**config.mk**
```make
export PLATFORM = sky130hd
export DESIGN_NAME = mpu_attr_resolve
export DESIGN_NICKNAME = d
export VERILOG_FILES = /design/src/rtl/mpu_chk_pkg.sv /design/src/rtl/mpu_attr_resolve.sv
export SDC_FILE = /design/constraint.sdc
export NUM_CORES = 1
export LEC_CHECK = 0
export BUFFER_PORTS_ARGS = -buffer_cell sky130_fd_sc_hd__buf_2
export CORE_AREA = 8 8 45 47
export DETAILED_ROUTE_END_ITERATION = 7
export DIE_AREA = 0 0 53 55
export PLACE_DENSITY = 0.76
export SLEW_MARGIN = 25
export SYNTH_ARGS = -nofsm -noshare
export SYNTH_HDL_FRONTEND = slang
export SYNTH_SLANG_ARGS = --single-unit
```
**constraint.sdc**
```tcl
create_clock -name vclk -period 2
set_input_delay 0.3 -clock vclk [all_inputs]
set_output_delay 0.3 -clock vclk [all_outputs]
set_load 0.05 [all_outputs]
```
**src/rtl/mpu_chk_pkg.sv**
```systemverilog
package mpu_chk_pkg;

  typedef enum logic [1:0] {
    PERM_NONE      = 2'b00,
    PERM_PRIV_ONLY = 2'b01,
    PERM_USER_RO   = 2'b10,
    PERM_FULL      = 2'b11
  } perm_code_t;

  // Decide whether a permission code grants an access of the given kind.
  function automatic logic perm_grants(input logic [1:0] code,
                                       input logic priv,
                                       input logic wr);
    logic ok;
    case (perm_code_t'(code))
      PERM_NONE:      ok = 1'b0;
      PERM_PRIV_ONLY: ok = priv;
      PERM_USER_RO:   ok = priv | ~wr;
      default:        ok = 1'b1;
    endcase
    return ok;
  endfunction

  // Number of low address bits that lie inside a region of the given code.
  function automatic int span_log2(input logic [4:0] code);
    return int'(code) + 1;
  endfunction

endpackage

```
**src/rtl/mpu_attr_resolve.sv**
```systemverilog
module mpu_attr_resolve #(
  parameter int N      = 8,
  parameter int PERM_W = 2,
  parameter int IDX_W  = $clog2(N)
) (
  input  logic [IDX_W-1:0]    win_idx,
  input  logic                any_hit,
  input  logic [N*PERM_W-1:0] perm_word,
  input  logic [N-1:0]        cache_bits,
  input  logic [N-1:0]        buf_bits,
  input  logic                is_write,
  input  logic                is_priv,
  input  logic                prot_en,
  output logic                perm_ok,
  output logic                abort,
  output logic                cacheable,
  output logic                bufferable
);
  import mpu_chk_pkg::*;

  logic [PERM_W-1:0] win_perm;
  logic              win_c;
  logic              win_b;
  logic              allow;

  always_comb begin
    win_perm   = perm_word[win_idx*PERM_W +: PERM_W];
    win_c      = cache_bits[win_idx];
    win_b      = buf_bits[win_idx];
    perm_ok    = any_hit & perm_grants(win_perm, is_priv, is_write);
    allow      = prot_en & perm_ok;
    abort      = prot_en & ~perm_ok;
    cacheable  = allow & win_c;
    bufferable = allow & win_b;
  end
endmodule

```
# Yosys cells after proc, flatten, opt, wreduce, memory -nomap -nowiden
# Cells that the tools add are included.
# totals
register_bits	0
latch_bits	0
ramBits	0
mem_bits_ro	0
in_bits	39
out_inout_bits	4
word_cells	18
n_memories	0
# op_classes
addsub	0
mul	0
n_div	0
order_cmp	1
n_eq_ne	2
shift	1
n_mux	5
n_bitwise	8
reduce_logical	1
# op_table
op	n
indexed part select 16 x 5 -> 2 bit	1
binary-select mux 1 bit (select 3 bit)	2
bitwise AND 1 bit	5
less-than comparator 3 x 4 -> 1 bit (second input constant)	1
one-hot mux 1 bit (3 select lines)	1
== test 2 x 1 -> 1 bit (second input constant)	1
== test 2 bit (second input constant)	1
zero test 2 bit	1
two-way mux 1 bit	2
NOT 1 bit	2
bitwise OR 1 bit	1

# Longest topological paths before layout
# depth
ltp_word	6
depth_mapped	5
ltp_nobuf	4

# Least setup slack after synthesis
# Ideal clock, no wire load.
# synth_path
path_kind	input port to output port
start	input win_idx[0]
end	output bufferable
arrival_ps	2590
slack_ps	-890
stages	5
path_buffers	1
path_cell_list	buf_6 mux4_2 mux2i_1 o21a_2 nor4_1
# synth_between
elab_chain_cells	6
# synth_lines
element	line	source
start, declared	mpu_attr_resolve.sv:6	input logic [IDX_W-1:0] win_idx,
indexed part select 16 x 5 -> 2 bit	mpu_attr_resolve.sv:27	win_perm = perm_word[win_idx*PERM_W +: PERM_W];
== test 2 bit, or another cell as far along	mpu_chk_pkg.sv:15	case (perm_code_t'(code))
one-hot mux 1 bit (3 select lines)	mpu_chk_pkg.sv:15	
bitwise AND 1 bit	mpu_attr_resolve.sv:30	perm_ok = any_hit & perm_grants(win_perm, is_priv, is_write);
bitwise AND 1 bit	mpu_attr_resolve.sv:31	allow = prot_en & perm_ok;
bitwise AND 1 bit (*)	mpu_attr_resolve.sv:34	bufferable = allow & win_b;
end, declared	mpu_attr_resolve.sv:17	output logic bufferable
# Mark *: on every way between the ends. The rest lies on a longest branch, timed or not. The select of a mux whose other input is x is not followed.

# Worst setup path after layout
# layout_path
start	input win_idx[0]
end	output cacheable
# layout_between
elab_chain_cells	6
# layout_lines
element	line	source
indexed part select 16 x 5 -> 2 bit	mpu_attr_resolve.sv:27	
== test 2 bit, or another cell as far along	mpu_chk_pkg.sv:15	
one-hot mux 1 bit (3 select lines)	mpu_chk_pkg.sv:15	
bitwise AND 1 bit	mpu_attr_resolve.sv:30	
bitwise AND 1 bit	mpu_attr_resolve.sv:31	
bitwise AND 1 bit (*)	mpu_attr_resolve.sv:33	cacheable = allow & win_c;
end, declared	mpu_attr_resolve.sv:16	output logic cacheable,
# Marks and branches as above.

==> qor.csv <==
metric;value;unit
crit-path cells;buf_4 > mux4_2 > mux2i_1 > and2b_2 > buf_4 > nor4_4 > buf_6;
seq_cells;0;
Min-Delay Path Class;in2out;
total track usage;7.794;%
layout cells sized above 1;85.51;%
n_diodes;0;
worst ir drop on vdd;0.00008997;V
max-cap viol count;0;
Power Dens Cells;260.9;nW/um^2
Cell variety after synth;13;
CP startpoint kind;input port;
Avg Synthesized Cell Area;13.71;um^2
status;complete, no violations;
initial core utilization;23.78;%
Max-slew headroom;80.65;%
vias in the first global route;487;
first-pass GRT wire length;1863;um
ANT nets after route;0;
Worst-Margin Slew;0.2822;ns
sequential fraction of the synthesis area;0;%
drt drc;0;
Final Critical Period;1.952;ns
Post-Syn Nets;63;
Fin Setup TNS;0;ns
Placement Rows;14;
Final setup viols;0;
I/O Buffers;43;
Crit path largest cell delay;0.31;ns
placed cell count;85;
Total Routed Length;1269;um
final instance area;635.6;um^2
vias post-DR;415;
HPWL Detailed;1184;um
Seq. cell area;0;um^2
top cells by area, synth;mux4_1 32%, mux4_2 27%, mux2i_1 12%, buf_6 6.8%, clkbuf_8 4.2%;
global routing's busiest layer;met2;
area grow syn2layout;93.16;%
top cell type's share of synthesized area;31.94;%
CP arrival;1.65;ns
Crit. End Element;primary output;
Worst EP required;1.70;ns
M3 GR Usage;2.941;%
DP Area;601.8;um^2
Most common cell on crit path;buf_4;
largest net degree at the start of global routing;8;
GPL Wtd Cong;0.7825;
multi-input logic area;321.6;um^2
gr ovfl total;0;
max frequency;0.5123;GHz
crit path max fanout;3;
Leakage Power;0.3198;nW
WL/cell;14.93;um
die height;55;um
layout net count;110;
Hold Fails Final Rpt;0;
period utilisation layout;97.60;%
Core Area;1384;um^2
CTS Hold Bufs;0;
Post-Syn Instances;24;
crit path kind;in2out;
die area;2915;um^2
Chip Width;53;um
number of fill cells;133;
Finished Layout Cells;85;
DRT Pass-1 Iters;2;
clock buf count;0;
most instantiated cells after synthesis;4 x mux2i_1, 4 x mux4_1, 4 x mux4_2;
worst slack at placement;-0.05999;ns
Detailed Route Iter0 Violations;2;
io pins;43;
Max Slew Vio Count;0;
mapped cell area;329.1;um^2
Final Worst Setup Slack;0.04803;ns
Slowest-stage cell, CP;mux4_2;
initial antenna violation count;0;
area leader, netlist;mux4_1;
grt met2 use;13.09;%
via density per instance;4.882;
met1 Track Usage GR;9.846;%
Ys Warns;0;
-- per-layer routing --
layer  share of wire, %  vias up
met5                  0        -
met4                  0        0
met3                 11        0
met2                 50       29
met1                 39      187
li1                   -      199
-- final cells by class --
type                       instances  area share, %
tap                               16          3.150
inverter                           1         0.5906
timing repair buffer              48          45.67
multi-input combinational         20          50.59
-- critical path: cells and delay by family --
kind	cells	cell delay, ns
AND/OR/NAND/NOR	2	0.49
buffers and inverters	3	0.47
multiplexers	2	0.39
-- what timing repair did --
item                       in CTS  in global routing
gates resized for setup         5                  8
pin swaps                       0                  1
setup buffers                   0                  0
setup endpoints to repair       4                  4
-- layout by cell type (no fill, tap or decap), drive strengths merged --
master and n:
and2b 1, clkbuf 1, o31a 1, o21a 1, nor2b 1, inv 1
nor3 1, buf 47, nor4 2, mux2i 4, nand2 1, mux4 8
-- where the power goes --
group	switching (mW)	internal, mW	total, mW
combinational	0.0727	0.0931	0.166
clock	0	0	0
sequential	0	0	0
-- worst paths after layout --
| check | slack (ns) | depth (start not counted) | start | endpoint |
|---|---|---|---|---|
| hold / removal | 0.96 | 3 | prot_en | abort |
| setup / recovery | 0.05 | 7 | win_idx[0] | cacheable |
-- logic make-up after synthesis --
logic type	Yosys count	synth area share [%]
and+or+nand+nor	6	11.03
muxes	12	71.48
buffers and inverters	4	12.16
AOI/OAI and AO/OA	2	5.324
-- stage by stage --
step | util, % | power (mW) | hold WS (ns)
floorplan | - | 0.09786 | 0.7815
global placement | 43.49 | 0.1491 | 1.003
detailed placement | 43.49 | 0.1526 | 1.007
CTS | 43.94 | 0.1578 | 0.9879
global route | 45.93 | 0.1771 | 0.9676
finish | 45.93 | 0.1658 | 0.9609
No activity file was read; power rests on OpenSTA's default activity.
